--- src/rtl/lsm_pkg.sv ---
package lsm_pkg;
  localparam int NUM_CNT = 12;
  localparam int NUM_ALM = 8;

  // Counter slots; select value on the read port is slot + 1.
  typedef enum int {
    C_BIP   = 0,
    C_REI   = 1,
    C_FRM   = 2,
    C_BYTE  = 3,
    C_FCS   = 4,
    C_ABRT  = 5,
    C_SHORT = 6,
    C_LONG  = 7,
    C_DROP  = 8,
    C_CELL  = 9,
    C_IDLE  = 10,
    C_HEC   = 11
  } cnt_slot_e;
endpackage

--- src/rtl/lsm_lof_timer.sv ---
module lsm_lof_timer #(
  parameter int LOF_MS = 3
) (
  input  logic clk,
  input  logic rst_n,
  input  logic ms_tick,
  input  logic oof,
  output logic lof
);
  localparam int TW = $clog2(LOF_MS + 1) + 1;

  logic [TW-1:0] tcnt;

  // Counts ticks while the input disagrees with the held state; any
  // agreeing cycle restarts the count, so only unbroken spans switch it.
  always_ff @(posedge clk or negedge rst_n) begin
    if (!rst_n) begin
      lof  <= 1'b0;
      tcnt <= '0;
    end else if (oof == lof) begin
      tcnt <= '0;
    end else if (ms_tick) begin
      if (tcnt == TW'(LOF_MS)) begin
        lof  <= ~lof;
        tcnt <= '0;
      end else begin
        tcnt <= tcnt + 1'b1;
      end
    end
  end
endmodule

--- src/rtl/lsm_sat_counter.sv ---
module lsm_sat_counter #(
  parameter int CNT_W = 32,
  parameter int INC_W = 16
) (
  input  logic             clk,
  input  logic             rst_n,
  input  logic             clr,
  input  logic [INC_W-1:0] inc,
  output logic [CNT_W-1:0] cnt,
  output logic [CNT_W-1:0] snap
);
  localparam int SW = CNT_W + 1;

  logic [SW-1:0]    sum;
  logic [CNT_W-1:0] nxt;

  assign sum = {1'b0, cnt} + SW'(inc);
  assign nxt = sum[CNT_W] ? '1 : sum[CNT_W-1:0];

  always_ff @(posedge clk or negedge rst_n) begin
    if (!rst_n) begin
      cnt  <= '0;
      snap <= '0;
    end else if (clr) begin
      snap <= nxt;
      cnt  <= '0;
    end else begin
      cnt  <= nxt;
    end
  end
endmodule

--- src/rtl/lsm_sticky_bank.sv ---
module lsm_sticky_bank #(
  parameter int N = 8
) (
  input  logic         clk,
  input  logic         rst_n,
  input  logic         clr,
  input  logic [N-1:0] cond,
  output logic [N-1:0] snap
);
  logic [N-1:0] held;

  always_ff @(posedge clk or negedge rst_n) begin
    if (!rst_n) begin
      held <= '0;
      snap <= '0;
    end else if (clr) begin
      snap <= held | cond;
      held <= '0;
    end else begin
      held <= held | cond;
    end
  end
endmodule

--- src/rtl/link_stat_mon.sv ---
module link_stat_mon
  import lsm_pkg::*;
#(
  parameter int CNT_W  = 32,
  parameter int LEN_W  = 16,
  parameter int LOF_MS = 3
) (
  input  logic             clk,
  input  logic             rst_n,
  input  logic             ms_tick,
  input  logic             atm_mode,
  input  logic [LEN_W-1:0] min_len,
  input  logic [LEN_W-1:0] max_len,
  input  logic             st_los,
  input  logic             st_oof,
  input  logic             st_lais,
  input  logic             st_lrdi,
  input  logic             st_loc,
  input  logic             st_lor,
  input  logic             st_lop,
  input  logic             ev_bip,
  input  logic             ev_rei,
  input  logic             ev_frame,
  input  logic             ev_fcs,
  input  logic             ev_abort,
  input  logic             ev_drop,
  input  logic             ev_cell,
  input  logic             ev_idle,
  input  logic             ev_hec,
  input  logic [LEN_W-1:0] ev_len,
  input  logic             rd_stb,
  input  logic [3:0]       rd_sel,
  output logic [CNT_W-1:0] rd_data,
  output logic             lof
);
  logic [NUM_CNT-1:0][LEN_W-1:0] inc;
  logic [NUM_CNT-1:0][CNT_W-1:0] cnt_q;
  logic [NUM_CNT-1:0][CNT_W-1:0] snap_q;
  logic [NUM_ALM-1:0]            alm_now;
  logic [NUM_ALM-1:0]            alm_snap;
  logic                          pkt;
  logic                          frm;

  lsm_lof_timer #(.LOF_MS(LOF_MS)) u_lof (
    .clk     (clk),
    .rst_n   (rst_n),
    .ms_tick (ms_tick),
    .oof     (st_oof),
    .lof     (lof)
  );

  assign pkt = ~atm_mode;
  assign frm = pkt & ev_frame;

  always_comb begin
    inc          = '0;
    inc[C_BIP]   = LEN_W'(ev_bip);
    inc[C_REI]   = LEN_W'(ev_rei);
    inc[C_FRM]   = LEN_W'(frm);
    inc[C_BYTE]  = frm ? ev_len : '0;
    inc[C_FCS]   = LEN_W'(pkt & ev_fcs);
    inc[C_ABRT]  = LEN_W'(pkt & ev_abort);
    inc[C_SHORT] = LEN_W'(frm & (ev_len < min_len));
    inc[C_LONG]  = LEN_W'(frm & (ev_len > max_len));
    inc[C_DROP]  = LEN_W'(pkt & ev_drop);
    inc[C_CELL]  = LEN_W'(atm_mode & ev_cell);
    inc[C_IDLE]  = LEN_W'(atm_mode & ev_idle);
    inc[C_HEC]   = LEN_W'(atm_mode & ev_hec);
  end

  for (genvar g = 0; g < NUM_CNT; g++) begin : g_cnt
    lsm_sat_counter #(.CNT_W(CNT_W), .INC_W(LEN_W)) u_ctr (
      .clk   (clk),
      .rst_n (rst_n),
      .clr   (rd_stb),
      .inc   (inc[g]),
      .cnt   (cnt_q[g]),
      .snap  (snap_q[g])
    );
  end

  assign alm_now = {st_lop, st_lor, st_loc, st_lrdi, st_lais, lof, st_oof, st_los};

  lsm_sticky_bank #(.N(NUM_ALM)) u_alm (
    .clk   (clk),
    .rst_n (rst_n),
    .clr   (rd_stb),
    .cond  (alm_now),
    .snap  (alm_snap)
  );

  always_comb begin
    rd_data = '0;
    if (rd_sel == 4'd0) rd_data = CNT_W'(alm_snap);
    for (int i = 0; i < NUM_CNT; i++) begin
      if (rd_sel == 4'(i + 1)) rd_data = snap_q[i];
    end
  end
endmodule

--- config.mk ---
export PLATFORM = sky130hd
export DESIGN_NAME = link_stat_mon
export DESIGN_NICKNAME = d
export VERILOG_FILES = /design/src/rtl/lsm_pkg.sv /design/src/rtl/lsm_lof_timer.sv /design/src/rtl/lsm_sat_counter.sv /design/src/rtl/lsm_sticky_bank.sv /design/src/rtl/link_stat_mon.sv
export SDC_FILE = /design/constraint.sdc
export NUM_CORES = 2
export LEC_CHECK = 0
export ABC_CLOCK_PERIOD_IN_PS = 5070
export BUFFER_PORTS_ARGS = -buffer_cell sky130_fd_sc_hd__buf_2
export CAP_MARGIN = 20
export CORE_MARGIN = 1
export CORE_UTILIZATION = 24
export CTS_BUF_LIST = sky130_fd_sc_hd__clkbuf_2
export DETAILED_ROUTE_END_ITERATION = 6
export PLACE_DENSITY = 0.38
export SLEW_MARGIN = 25
export SYNTH_ARGS = -nofsm -noshare
export SYNTH_HDL_FRONTEND = slang
export SYNTH_SLANG_ARGS = --single-unit
--- constraint.sdc ---
create_clock -name clk -period 5.07 [get_ports clk]
set_input_delay 1.2675 -clock clk [delete_from_list [all_inputs] [get_ports clk]]
set_output_delay 1.2675 -clock clk [all_outputs]
set_load 0.05 [all_outputs]
==> qor.yml <==
die:
  rows: 146
  die_area_sq_mm: 0.1614
  core_sq_mm: 0.1586
  start_util: 0.2419
  die_y_um: 401.7
  io_pins: 106
  die_w_um: 401.7
synth:
  synthMuxAreaShare: 0.02444
  synth_flop_cell: "dfrtp_1"
  synth_top_cell_by_area: "dfrtp_1"
  synth_area_leaders: "dfrtp_1 51%, nor2_1 11%, a21oi_1 5.5%"
  ys_seq_area_frac: 0.5142
  synth_cell_types: 80
  synthAdderAreaFrac: 0.02336
  syn_avg_cell_area_sq_um: 9.055
  synth-async-reset-ratio: 1.000
  synth_edf_count: 0
  yosysWarnings: 0
  synth_seq_cells: 788
  syn_nets: 4379
  synth_top_family_by_area: "simple AND/OR/NAND/NOR gates"
  synth-compound-area-share: 0.1263
  syn-cell-area_sq_mm: 0.03835
  post_synth_xor_area_fraction: 0.06029
  syn_inst: 4235
  synth-simple-area-share: 0.2208
  synth_top_area_frac: 0.5142
clocking:
  htree_levels: 4
  clkSinkCount: 788
  clk_pin_slew_ps: 100
  numCtsBuffers: 224
  ctsRootBufferMaster: "clkbuf_2"
  cts_max_path_buffers: 3
  clk_latency_ps: 1660
  cts_tree: "yes"
critical_path:
  cp_num_buf_inv: 2
  reg2reg_to: "g_cnt[3].u_ctr.snap[0]$_DFFE_PN0P_"
  critPathMaxStageDelay_ps: 490
  path_depth: 8
  worstReg2RegStart: "g_cnt[3].u_ctr.cnt[0]$_DFF_PN0_"
  r2r_slack_ps: 2020
  cp.required_ps: 3800
  path_cells: "mux2_4, a222oi_1, o211ai_1, o21ai_1, a31oi_1, buf_4, a221o_1, buf_6"
  ff2ff_path_depth: 10
  critPathArrivalTime_ps: 4030
  worst-setup-path-type: "reg -> out"
  critPathTopFamily: "compound AO/OA/AOI/OAI gates"
  cp_slowest_cell: "a222oi_1"
  cp_max_fo: 2
  critPathLaunchType: "register"
  critPathCaptureType: "output port"
power_and_ir_drop:
  leakagePower_nw: 20.69
  ir_worst_vdd_uv: 145.8
  p_per_area_mw_per_mm2: 288.5
layout:
  drive_above_1_share: 0.1704
  area_growth_pct: 18.13
  final_cells: 6805
  final_util: 0.2857
  finalNetCount: 4690
  fill_cells: 17180
timing:
  maxSlewHeadroom: 0.2637
  timing.final.crit_share: 1.045
  hold_violations: 0
  final-max-slew-violation-count: 0
  skew_ps: 166.2
  fmax_mhz: 188.8
  min_period_ps: 5296
  setup_violations: 8
  finalWorstSetupSlack_ps: -226.3
  grt_setup_unrepaired: "true"
  worst_pin_slew_ps: 1104
global_routing:
  grt_max_degree: 193
  grt_pass1_vias: 31010
  antenna_found_initial: 6
  grt_pass1_wl_mm: 201.1
  grt_remaining_overflow: 0
  globalRouteTotalUtil: 0.1646
min_path:
  min_to: "g_cnt[8].u_ctr.cnt[0]$_DFF_PN0_"
  worstHoldStart: "ev_drop"
  hold_class: "in -> reg"
  whs_path_depth: 5
placed_design:
  dp_cells: 6371
  gp_congestion: 0.8486
  dp_hpwl_mm: 96.50
  portBuffers: 105
routing:
  via_per_inst: 4.597
  routedWlPerCell_um: 19.55
  drt-initial-drc-count: 2594
  ant_nets: 0
  routed-via-count: 31280
  wirelength_mm: 133.1
  drc: 7
  dr.pass1.iters: 7
flow_run:
  maxCapViolations: 0
status:
  outcome: "finished with violations"
  violations: "DRC, setup timing"
-- power by group --
part	internal [mW]	total (mW)	switching [mW]
combinational	0.515	1.44	0.926
sequential	6.52	6.78	0.257
clock	1.92	4.85	2.94
total	8.95	13.1	4.12
-- worst reg2reg max path: cells and delay by family (launching register included) --
family | cells | cell delay, ps
adder cells (fa/ha/maj) | 2 | 570
buffers and inverters | 2 | 250
AND/OR/NAND/NOR | 2 | 460
AO/OA/AOI/OAI | 4 | 1300
flip-flops | 1 | 350
-- worst max-delay path by stage --
stage | start | endpoint | slack [ps]
after floorplan | rd_sel[0] | rd_data[29] | 30
after global placement | rd_sel[1] | rd_data[3] | -330
after detailed placement | rd_sel[1] | rd_data[3] | -300
after CTS | g_cnt[2].u_ctr.snap[19]$_DFFE_PN0P_ | rd_data[19] | -580
after global routing | g_cnt[2].u_ctr.snap[19]$_DFFE_PN0P_ | rd_data[19] | -660
final | g_cnt[2].u_ctr.snap[19]$_DFFE_PN0P_ | rd_data[19] | -230
-- synth_stat cells, types with 47 or more instances --
cell	instances
nor2_1	1128
dfrtp_1	788
a21oi_1	418
nand2_1	267
clkbuf_1	188
xnor2_1	164
nand3_1	129
o21ai_0	127
xor2_1	100
nand4_1	91
ha_1	70
and3_1	67
inv_1	67
mux2i_1	52
nor3_1	50
a22oi_1	48
a31oi_1	47
-- per-layer routing --
metal	track usage	vias up	wire length [um]
met5	0	-	0
met4	0.05042	0	3391
met3	0.03287	176	5933
met2	0.2631	619	61770
met1	0.2231	15150	61970
li1	-	15340	-
-- logic make-up after synthesis --
logic type      after synthesis
mux                          87
simple gates               1920
buf+inv                     291
compound gates              814
fa+ha+maj                    71
xor+xnor                    264
flops                       788
-- cell type report --
class / instances / area, sq um / share of cell area
antenna: 9 / 22.52 / 0.0004971
clock buffer: 344 / 1722 / 0.03800
clock inverter: 60 / 317.8 / 0.007015
inverter: 68 / 257.7 / 0.005690
multi-input combinational: 3156 / 17890 / 0.3950
sequential: 788 / 19740 / 0.4357
tap: 2072 / 2592 / 0.05723
timing repair buffer: 308 / 2755 / 0.06082
-- per-stage QoR --
step	hold WS, ps	power (mW)	setup TNS [ps]	worst slack [ps]	cell area (sq um)
floorplan	447.1	7.467	0	30.97	38350
global placement	462.8	8.273	-1177	-334.7	42440
detailed placement	465.2	8.273	-1206	-297.9	42440
CTS	36.81	13.38	-6313	-579.0	45230
global route	82.63	13.85	-7002	-658.2	45300
finish	264.7	13.07	-1446	-226.3	45300
-- sequential cells by signal, indices dropped and copies added (netlist names) --
signal,count
g_cnt.u_ctr.cnt,384
g_cnt.u_ctr.snap,384
u_alm.held,8
u_alm.snap,8
u_lof.tcnt,3
u_lof.lof,1
-- timing repair --
item,in CTS,in global routing
buffers inserted,4,1
hold buffers,21,0
endpoints found under the hold margin,264,0
pin swaps,59,24
gates cloned,0,0
resized for setup,147,16
setup endpoints to repair,28,25
-- cells in the final DEF, fill, tap and decap left out, drive strengths merged, types with 100 or more instances in the layout --
cell / n
a21oi: 418
nor2: 1135
xor2: 100
xnor2: 164
o21ai: 130
buf: 288
nand3: 130
dfrtp: 788
nand2: 267
clkbuf: 344
(Power assumes the default switching activity.)
